**src/rtl/int_frame_pkg.sv**
```systemverilog
package int_frame_pkg;
  typedef enum logic [1:0] {FORM_IMM = 2'd0, FORM_BRK = 2'd1, FORM_OVF = 2'd2} form_e;
  typedef enum logic [1:0] {ST_IDLE, ST_CHECK, ST_PUSH} state_e;
  typedef enum logic [1:0] {SLOT_FLAGS, SLOT_SEL, SLOT_PTR, SLOT_ERR} slot_e;

  localparam int TRAP_BIT   = 8;
  localparam int IEN_BIT    = 9;
  localparam int NEST_BIT   = 14;
  localparam int RESUME_BIT = 16;
  localparam int V86_BIT    = 17;
  localparam int BASE_SLOTS = 3;
  localparam logic [7:0] VEC_BRK = 8'd3;
  localparam logic [7:0] VEC_OVF = 8'd4;
endpackage

```
**src/rtl/ifs_room_check.sv**
```systemverilog
module ifs_room_check #(
  parameter int AW = 32
) (
  input  logic [AW-1:0] sp_i,
  input  logic [AW-1:0] sp_limit_i,
  input  logic          gate32_i,
  input  logic          has_err_i,
  input  logic [AW-1:0] tgt_ip_i,
  input  logic [AW-1:0] tgt_limit_i,
  output logic          ss_fault_o,
  output logic          gp_fault_o
);
  import int_frame_pkg::*;

  logic [AW:0] slot_bytes;
  logic [AW:0] need;
  logic [AW:0] floor_addr;

  always_comb begin
    slot_bytes = gate32_i ? (AW+1)'(4) : (AW+1)'(2);
    need       = slot_bytes * (AW+1)'(BASE_SLOTS + int'(has_err_i));
    floor_addr = {1'b0, sp_limit_i} + need;
    ss_fault_o = {1'b0, sp_i} < floor_addr;
    // stack shortfall takes priority over the target limit
    gp_fault_o = !ss_fault_o && (tgt_ip_i > tgt_limit_i);
  end
endmodule

```
**src/rtl/ifs_slot_mux.sv**
```systemverilog
module ifs_slot_mux #(
  parameter int DW = 32,
  parameter int SW = 16
) (
  input  int_frame_pkg::slot_e slot_i,
  input  logic                 gate32_i,
  input  logic [DW-1:0]        flags_i,
  input  logic [SW-1:0]        cs_i,
  input  logic [DW-1:0]        ip_i,
  input  logic [DW-1:0]        err_i,
  output logic [DW-1:0]        data_o
);
  import int_frame_pkg::*;

  logic [DW-1:0] raw;

  always_comb begin
    unique case (slot_i)
      SLOT_FLAGS: raw = flags_i;
      SLOT_SEL:   raw = DW'(cs_i);
      SLOT_PTR:   raw = ip_i;
      default:    raw = err_i;
    endcase
    data_o = gate32_i ? raw : {{(DW-16){1'b0}}, raw[15:0]};
  end
endmodule

```
**src/rtl/ifs_flag_update.sv**
```systemverilog
module ifs_flag_update #(
  parameter int DW = 32
) (
  input  logic [DW-1:0] flags_i,
  input  logic          gate_intr_i,
  output logic [DW-1:0] flags_o
);
  import int_frame_pkg::*;

  logic [DW-1:0] clr;

  always_comb begin
    clr = '0;
    clr[TRAP_BIT]   = 1'b1;
    clr[NEST_BIT]   = 1'b1;
    clr[RESUME_BIT] = 1'b1;
    clr[V86_BIT]    = 1'b1;
    clr[IEN_BIT]    = gate_intr_i;
    flags_o = flags_i & ~clr;
  end
endmodule

```
**src/rtl/int_frame_seq.sv**
```systemverilog
module int_frame_seq #(
  parameter int AW = 32,
  parameter int DW = 32,
  parameter int SW = 16
) (
  input  logic          clk_i,
  input  logic          rst_ni,
  input  logic          req_i,
  input  logic [1:0]    form_i,
  input  logic [7:0]    imm_i,
  input  logic          gate32_i,
  input  logic          gate_intr_i,
  input  logic          has_err_i,
  input  logic [DW-1:0] err_code_i,
  input  logic [AW-1:0] sp_i,
  input  logic [AW-1:0] sp_limit_i,
  input  logic [DW-1:0] flags_i,
  input  logic [SW-1:0] cs_i,
  input  logic [AW-1:0] ip_i,
  input  logic [SW-1:0] tgt_cs_i,
  input  logic [AW-1:0] tgt_ip_i,
  input  logic [AW-1:0] tgt_limit_i,
  input  logic [1:0]    cpl_i,
  output logic          busy_o,
  output logic          done_o,
  output logic          ss_fault_o,
  output logic          gp_fault_o,
  output logic [7:0]    vector_o,
  output logic          mem_we_o,
  output logic          mem_wide_o,
  output logic [AW-1:0] mem_addr_o,
  output logic [DW-1:0] mem_wdata_o,
  output logic [AW-1:0] sp_o,
  output logic [DW-1:0] flags_o,
  output logic [SW-1:0] cs_o,
  output logic [AW-1:0] ip_o
);
  import int_frame_pkg::*;

  state_e        state_q;
  slot_e         slot_q;
  logic          g32_q, intr_q, err_q;
  logic [DW-1:0] err_code_q, flags_q;
  logic [AW-1:0] sp_q, lim_q, ip_q, tgt_ip_q, tgt_lim_q;
  logic [SW-1:0] cs_q, tgt_cs_q;
  logic [1:0]    cpl_q;

  logic          chk_ss, chk_gp;
  logic [DW-1:0] slot_data, flags_new;
  logic [AW-1:0] slot_step, sp_next;
  logic          last_slot;
  logic [7:0]    vec_sel;

  ifs_room_check #(.AW(AW)) i_room (
    .sp_i(sp_q), .sp_limit_i(lim_q), .gate32_i(g32_q), .has_err_i(err_q),
    .tgt_ip_i(tgt_ip_q), .tgt_limit_i(tgt_lim_q),
    .ss_fault_o(chk_ss), .gp_fault_o(chk_gp)
  );

  ifs_slot_mux #(.DW(DW), .SW(SW)) i_mux (
    .slot_i(slot_q), .gate32_i(g32_q), .flags_i(flags_q), .cs_i(cs_q),
    .ip_i(DW'(ip_q)), .err_i(err_code_q), .data_o(slot_data)
  );

  ifs_flag_update #(.DW(DW)) i_flags (
    .flags_i(flags_q), .gate_intr_i(intr_q), .flags_o(flags_new)
  );

  always_comb begin
    unique case (form_i)
      FORM_BRK: vec_sel = VEC_BRK;
      FORM_OVF: vec_sel = VEC_OVF;
      default:  vec_sel = imm_i;
    endcase
  end

  assign slot_step   = g32_q ? AW'(4) : AW'(2);
  assign sp_next     = sp_q - slot_step;
  assign last_slot   = err_q ? (slot_q == SLOT_ERR) : (slot_q == SLOT_PTR);
  assign busy_o      = state_q != ST_IDLE;
  assign mem_we_o    = state_q == ST_PUSH;
  assign mem_wide_o  = g32_q;
  assign mem_addr_o  = sp_next;
  assign mem_wdata_o = slot_data;

  always_ff @(posedge clk_i or negedge rst_ni) begin
    if (!rst_ni) begin
      state_q    <= ST_IDLE;
      slot_q     <= SLOT_FLAGS;
      g32_q      <= 1'b0;
      intr_q     <= 1'b0;
      err_q      <= 1'b0;
      err_code_q <= '0;
      flags_q    <= '0;
      sp_q       <= '0;
      lim_q      <= '0;
      ip_q       <= '0;
      tgt_ip_q   <= '0;
      tgt_lim_q  <= '0;
      cs_q       <= '0;
      tgt_cs_q   <= '0;
      cpl_q      <= '0;
      vector_o   <= '0;
      done_o     <= 1'b0;
      ss_fault_o <= 1'b0;
      gp_fault_o <= 1'b0;
      sp_o       <= '0;
      flags_o    <= '0;
      cs_o       <= '0;
      ip_o       <= '0;
    end else begin
      done_o     <= 1'b0;
      ss_fault_o <= 1'b0;
      gp_fault_o <= 1'b0;
      unique case (state_q)
        ST_IDLE: if (req_i) begin
          state_q    <= ST_CHECK;
          slot_q     <= SLOT_FLAGS;
          g32_q      <= gate32_i;
          intr_q     <= gate_intr_i;
          err_q      <= has_err_i;
          err_code_q <= err_code_i;
          flags_q    <= flags_i;
          sp_q       <= sp_i;
          lim_q      <= sp_limit_i;
          ip_q       <= ip_i;
          tgt_ip_q   <= tgt_ip_i;
          tgt_lim_q  <= tgt_limit_i;
          cs_q       <= cs_i;
          tgt_cs_q   <= tgt_cs_i;
          cpl_q      <= cpl_i;
          vector_o   <= vec_sel;
        end
        ST_CHECK: begin
          if (chk_ss || chk_gp) begin
            state_q    <= ST_IDLE;
            done_o     <= 1'b1;
            ss_fault_o <= chk_ss;
            gp_fault_o <= chk_gp;
          end else begin
            state_q <= ST_PUSH;
          end
        end
        ST_PUSH: begin
          sp_q   <= sp_next;
          slot_q <= slot_e'(slot_q + 2'd1);
          if (last_slot) begin
            state_q <= ST_IDLE;
            done_o  <= 1'b1;
            sp_o    <= sp_next;
            flags_o <= flags_new;
            cs_o    <= {tgt_cs_q[SW-1:2], cpl_q};
            ip_o    <= g32_q ? tgt_ip_q : {{(AW-16){1'b0}}, tgt_ip_q[15:0]};
          end
        end
        default: state_q <= ST_IDLE;
      endcase
    end
  end
endmodule

```
**config.mk**
```make
export PLATFORM = sky130hd
export DESIGN_NAME = int_frame_seq
export DESIGN_NICKNAME = d
export VERILOG_FILES = /design/src/rtl/int_frame_pkg.sv /design/src/rtl/ifs_room_check.sv /design/src/rtl/ifs_slot_mux.sv /design/src/rtl/ifs_flag_update.sv /design/src/rtl/int_frame_seq.sv
export SDC_FILE = /design/constraint.sdc
export NUM_CORES = 1
export LEC_CHECK = 0
export BUFFER_PORTS_ARGS = -buffer_cell sky130_fd_sc_hd__buf_4
export CORE_ASPECT_RATIO = 1.5
export CORE_UTILIZATION = 34
export CTS_CLUSTER_SIZE = 8
export DETAILED_ROUTE_END_ITERATION = 12
export MAX_ROUTING_LAYER = met4
export SETUP_SLACK_MARGIN = 0.15
export SLEW_MARGIN = 0
export SYNTH_ARGS = -nofsm -noshare
export SYNTH_HDL_FRONTEND = slang
export SYNTH_HIERARCHICAL = 1
export SYNTH_SLANG_ARGS = --single-unit
export TNS_END_PERCENT = 1
```
**constraint.sdc**
```tcl
create_clock -name clk_i -period 5.65 [get_ports clk_i]
set_input_delay 0.8475 -clock clk_i [delete_from_list [all_inputs] [get_ports clk_i]]
set_output_delay 0.8475 -clock clk_i [all_outputs]
set_load 0.01 [all_outputs]
```
==> results_dict.tcl, run 1 <==
set metrics [dict create \
    die_area_um2 56800 \
    worstSetupPathType "register to register" \
    dpl.cell_count 2610 \
    cts_sinks 386 \
    final_cell_mix "buf_4 (471), dfrtp_1 (383), mux2_2 (318)" \
    worst_slew_pin_slew_ns 1.05 \
    postLayoutCoreUtil 0.444 \
    max_freq_mhz 192 \
    postRouteWirelength_mm 55.0 \
    root_buffer "clkbuf_16" \
    gp_congestion 0.927 \
    end_kind "register" \
    hp-class "input port to asynchronous set/reset pin" \
    clk_latency_ns 0.60 \
    core.rowCount 105 \
    chipWidth_um 195 \
    skew_ns 0.0261 \
    ir_worst_vdd_mv 0.279 \
    first_pass_iters 4 \
    slew_headroom 0.290 \
    slew_violations 0 \
    htree_levels 2 \
    die_y_um 292 \
    grt_max_degree 160 \
    via_per_inst 5.07 \
    regToRegSetupSlack_ns 0.45 \
    r2r-end "done_o$_DFF_PN0_" \
    clk_pin_slew_ns 0.05 \
    netlist_area_um2 19000 \
    final.min_clock_period_ns 5.20 \
    grt_pass1_vias 14641 \
    grtUsageTotal 0.200 \
    drt-initial-drc-count 510 \
    synth_ff_type "dfrtp_1" \
    place_area_um2 22900 \
    num_vias 13556 \
    drv_cap 0 \
    cts-buffers-inserted 54 \
    p_per_area_nw_per_um2 534 \
    layout_commonest_cell "buf_4" \
    setup_violations 0 \
    instances_no_fill 2675 \
    setup.worst_path.start_class "register" \
    drive_gt1_frac 0.456 \
    p_leak_nw 11.5 \
    hold_viol_final 0 \
    final_cell_area_um2 24400 \
    grt_pass1_wl_mm 85.1 \
    reg2reg_depth 19 \
    cts_tree "yes" \
    drc_errors 0 \
    pin_count 464 \
    synthCells 1549 \
    syn_avg_cell_area_um2 12.3 \
    postCtsResizedCells 0 \
    cts_hold_buf 0 \
    initial_core_util 0.346 \
    finalCritPeriodShare 0.920 \
    area_delta_synth_final_pct 28.3 \
    status "completed" \
    r2r_start "mem_wide_o$_DFFE_PN0P_" \
    post_cts_buffers 0 \
    cp_data_arrival_time_ns 5.68 \
    ant_nets 0 \
    fin_nets 2329 \
    hpwl_mm 40.1 \
    rsz0062_at_grt "false" \
    fin_setup_tns_ns 0 \
    ys_seq_area_frac 0.508 \
    crit_path_max_fanout 18 \
    crit_required_ns 6.13 \
    async_flop_share 1.00 \
    synth_edf_count 0 \
    core_area_um2 54900 \
    place_ws_ns 0.388 \
    wl_per_cell_um 20.6 \
    clk_path_buf_depth 3 \
    grt_overflow 0 \
    portBuffers 461 \
    synth_cell_types 78 \
    yosys_warnings 6 \
    fin_ws_ns 0.451 \
    antenna_found_initial 3 \
    synth.ff_latch_count 386 \
]
logic make-up (layout without fill, tap and decap cells):
kind of cell / count (synthesis) / count (layout) / synth area share
AO/OA/AOI/OAI: 224 / 224 / 0.0713
XOR/XNOR: 56 / 56 / 0.0262
adder cells (fa/ha/maj): 84 / 84 / 0.0561
buffers and inverters: 166 / 591 / 0.0431
flip-flops: 386 / 386 / 0.508
multiplexers: 354 / 354 / 0.218
other: 1 / 7 / 0.000197
AND/OR/NAND/NOR: 278 / 278 / 0.0765
report_power, final:
part	switching [mW]	internal, mW	total [mW]	leakage (nW)
combinational	2.52	2.75	5.27	6.00
sequential	0.976	3.86	4.84	4.77
clock	1.21	1.71	2.91	0.713
total	4.71	8.32	13.0	11.5
per-stage QoR:
stage | hold WS (ns) | power [mW]
global route | 0.272 | 14.0
global placement | 0.465 | 9.98
floorplan | 0.471 | 8.23
finish | 0.242 | 13.0
CTS | 0.237 | 13.2
detailed placement | 0.476 | 10.2
state kept, by name, indices dropped and copies added (netlist names), 32 cells and up:
name	count
tgt_lim_q	32
sp_q	32
flags_o	32
flags_q	32
lim_q	32
tgt_ip_q	32
ip_q	32
sp_o	32
ip_o	32
err_code_q	32
worst max path at each step:
stage	startpoint	endpoint	cells after the start
floorplan	mem_wide_o$_DFFE_PN0P_	state_q[1]$_DFFE_PN0P_	20
CTS	mem_wide_o$_DFFE_PN0P_	state_q[1]$_DFFE_PN0P_	20
detailed placement	mem_wide_o$_DFFE_PN0P_	state_q[1]$_DFFE_PN0P_	20
global placement	mem_wide_o$_DFFE_PN0P_	state_q[1]$_DFFE_PN0P_	20
finish	mem_wide_o$_DFFE_PN0P_	done_o$_DFF_PN0_	19
global route	mem_wide_o$_DFFE_PN0P_	done_o$_DFF_PN0_	19
worst max-delay path: stages (launching register included):
cell and delay (ns):
dfrtp_2 0.62, inv_1 0.14, ha_1 0.35, ha_1 0.19
a31o_2 0.22, ha_1 0.34, a21oi_2 0.09, o21ba_4 0.22
nor4b_4 0.53, nand4_1 0.19, xor2_1 0.18, ha_1 0.32
nand3_1 0.14, nor3_1 0.36, o221ai_1 0.24, a32oi_1 0.27
o21ai_2 0.13, nor3_2 0.23, o21ai_0 0.11, a21boi_0 0.22
synth_stat cells, types with 8 or more instances:
cell type | instances | area, um^2
dfrtp_1 | 386 | 9660
mux2_2 | 318 | 3580
nand2_1 | 108 | 405
ha_1 | 82 | 1030
a21oi_1 | 73 | 365
o21ai_0 | 70 | 350
clkbuf_1 | 63 | 236
inv_1 | 54 | 203
nor2_1 | 38 | 143
buf_4 | 33 | 248
nand3_1 | 29 | 145
xor2_1 | 29 | 254
xnor2_1 | 26 | 228
mux2i_1 | 20 | 200
nor2b_1 | 18 | 113
mux4_2 | 16 | 360
nand4_1 | 15 | 93.8
nor3_1 | 12 | 60.1
o22ai_1 | 12 | 75.1
a2bb2oi_1 | 9 | 78.8
o21a_1 | 9 | 67.6
a31oi_1 | 8 | 50.1
and3_1 | 8 | 50.1
nor4_1 | 8 | 50.1
o22a_1 | 8 | 70.1
metal layers:
layer / part of all wire / vias to the layer above / GRT usage
met5: 0 / - / -
met3: 0.053 / 112 / 0.0384
li1: - / 6297 / -
met4: 0.039 / 0 / 0.0847
met2: 0.53 / 424 / 0.353
met1: 0.38 / 6723 / 0.217
cell type report:
type	instances	area, um^2
fill	5110	30500
sequential	386	9660
multi-input combinational	1000	8560
timing repair buffer	475	3610
clock buffer	58	1380
tap	695	870
inverter	54	203
clock inverter	4	85.1
antenna	3	7.51
Note: power is estimated with default switching activity, not from simulation.
==> run 2, diff against run 1 <==
--- a/config.mk
+++ b/config.mk
@@ -7,10 +7,11 @@
 export LEC_CHECK = 0
 export BUFFER_PORTS_ARGS = -buffer_cell sky130_fd_sc_hd__buf_4
 export CORE_ASPECT_RATIO = 1.5
-export CORE_UTILIZATION = 34
+export CORE_UTILIZATION = 54
 export CTS_CLUSTER_SIZE = 8
 export DETAILED_ROUTE_END_ITERATION = 12
 export MAX_ROUTING_LAYER = met4
+export PLACE_DENSITY = 0.81
 export SETUP_SLACK_MARGIN = 0.15
 export SLEW_MARGIN = 0
 export SYNTH_ARGS = -nofsm -noshare
==> results_dict.tcl, run 2 (synthesized netlist as in run 1, its figures left out) <==
set metrics [dict create \
    setup_violations 0 \
    hold_viol_final 0 \
    cts-buffers-inserted 54 \
    root_buffer "clkbuf_16" \
    status "completed" \
    grt_overflow 0 \
    first_pass_iters 5 \
    swShare 0.359 \
    layout_commonest_cell "buf_4" \
    switching_power_mw 4.64 \
    reg2reg_depth 20 \
    grt_pass1_wl_mm 76.9 \
    cp_cell_sequence "inv_1 -> ha_1 -> ha_1 -> a31o_2 -> ha_1 -> a21oi_2 -> o21ba_4 -> nor4b_4 -> nand4_1 -> xor2_1 -> ha_1 -> nand3_1 -> nor3_1 -> a2111oi_1 -> o2111ai_1 -> o21ai_2 -> nor3_2 -> nor2_1 -> nand2_1 -> o31ai_1" \
    die_area_um2 35900 \
    cp_data_arrival_time_ns 5.24 \
    final_cell_mix "buf_4 (467), dfrtp_1 (384), mux2_2 (318)" \
    initial_core_util 0.551 \
    clk_pin_slew_ns 0.05 \
    postCtsResizedCells 0 \
    regToRegSetupSlack_ns 0.87 \
    drive_gt1_frac 0.454 \
    num_vias 13727 \
    p_per_area_nw_per_um2 538 \
    cts_sinks 386 \
    critPathMaxStageDelay_ns 0.50 \
    chipWidth_um 155 \
    cts_hold_buf 0 \
    rsz0062_at_grt "false" \
    crit_required_ns 6.11 \
    intPower_mw 8.30 \
    pin_count 464 \
    crit_path_max_fanout 6 \
    drt-initial-drc-count 636 \
    critPathMostFrequentCell "ha_1" \
    p_total_mw 12.9 \
    finalCritPeriodShare 0.846 \
    drc_errors 0 \
    gp_congestion 0.915 \
    ant_nets 0 \
    r2r_start "err_q$_DFFE_PN0P_" \
    r2r-end "state_q[1]$_DFFE_PN0P_" \
    hp-class "input port to asynchronous set/reset pin" \
    max_freq_mhz 209 \
    slew_headroom 0.222 \
    die_y_um 232 \
    worst_slew_pin_slew_ns 1.17 \
    htree_levels 2 \
    critPathSlowestCell "a2111oi_1" \
    via_per_inst 5.62 \
    setup.worst_path.start_class "register" \
    antenna_found_initial 3 \
    fin_ws_ns 0.872 \
    ir_worst_vdd_mv 0.310 \
    fin_setup_tns_ns 0 \
    postRouteWirelength_mm 50.7 \
    grt_max_degree 135 \
    postLayoutCoreUtil 0.697 \
    power_frac_seq 0.374 \
    share_comb_of_total_power 0.408 \
    end_kind "register" \
    clk_path_buf_depth 3 \
    clk_latency_ns 0.57 \
    portBuffers 461 \
    grtUsageTotal 0.289 \
    drv_cap 0 \
    wl_per_cell_um 20.8 \
    skew_ns 0.0104 \
    grt_pass1_vias 14375 \
    core.rowCount 83 \
    slew_violations 0 \
    core_area_um2 34500 \
    p_leak_nw 11.5 \
    fin_nets 2326 \
    hpwl_mm 36.3 \
    area_delta_synth_final_pct 26.5 \
    p_clk_frac 0.218 \
    final.min_clock_period_ns 4.78 \
    post_cts_buffers 0 \
    place_ws_ns 0.860 \
    worstSetupPathType "register to register" \
    cts_tree "yes" \
]
-- run 2: changes by cell type in the layout (fill, tap and decap cells not counted), sizes merged --
cell / delta
inv: +1
clkinv: -1
buf: -3
-- run 2: final cells by class --
type | count | area, um^2
fillers | 2526 | 10400
flip-flops and latches | 386 | 9660
multi-input cells | 1000 | 8560
repair buffers | 472 | 3600
clock buffers | 58 | 1380
well taps | 467 | 584
inverters | 54 | 203
clock inverters | 4 | 38.8
diodes | 3 | 7.51
-- run 2: power groups by stage --
| stage | combinational, mW | sequential, mW | clock [mW] |
|---|---|---|---|
| floorplan | 3.70 | 4.53 | 0 |
| global placement | 5.07 | 4.78 | 0 |
| detailed placement | 5.28 | 4.85 | 0 |
| CTS | 5.33 | 4.83 | 2.87 |
| global route | 5.78 | 4.98 | 2.98 |
| finish | 5.28 | 4.84 | 2.81 |
-- run 2: worst max path at each step --
stage                                 from                     end  slack (ns)  cells after the start
global placement         err_q$_DFFE_PN0P_  state_q[1]$_DFFE_PN0P_        0.93                     20
detailed placement       err_q$_DFFE_PN0P_  state_q[1]$_DFFE_PN0P_        0.86                     20
global route        mem_wide_o$_DFFE_PN0P_  state_q[1]$_DFFE_PN0P_        0.56                     20
floorplan           mem_wide_o$_DFFE_PN0P_  state_q[1]$_DFFE_PN0P_        1.32                     20
finish                   err_q$_DFFE_PN0P_  state_q[1]$_DFFE_PN0P_        0.87                     20
CTS                      err_q$_DFFE_PN0P_  state_q[1]$_DFFE_PN0P_        0.82                     20
-- run 2: per-stage QoR --
step | cells | hold slack, ns | instance area [um^2]
finish | 2444 | 0.391 | 24000
global placement | 2379 | 0.464 | 22600
global route | 2444 | 0.480 | 24000
detailed placement | 2379 | 0.473 | 22600
floorplan | 1552 | 0.471 | 19000
CTS | 2441 | 0.437 | 24000
-- run 2: routing by layer --
metal,global-route usage,share of wire,routed length (um)
met1,0.299,0.35,17900
met4,0.157,0.057,2880
met2,0.500,0.52,26400
met3,0.0732,0.070,3530
met5,-,0,0
-- run 2: critical path, delay by kind of cell (launching register included) --
kind	cells	cell delay, ns
buf+inv	1	0.10
fa+ha+maj	4	1.13
simple gates	7	1.13
xor+xnor	1	0.17
flops	1	0.42
compound gates	7	1.72
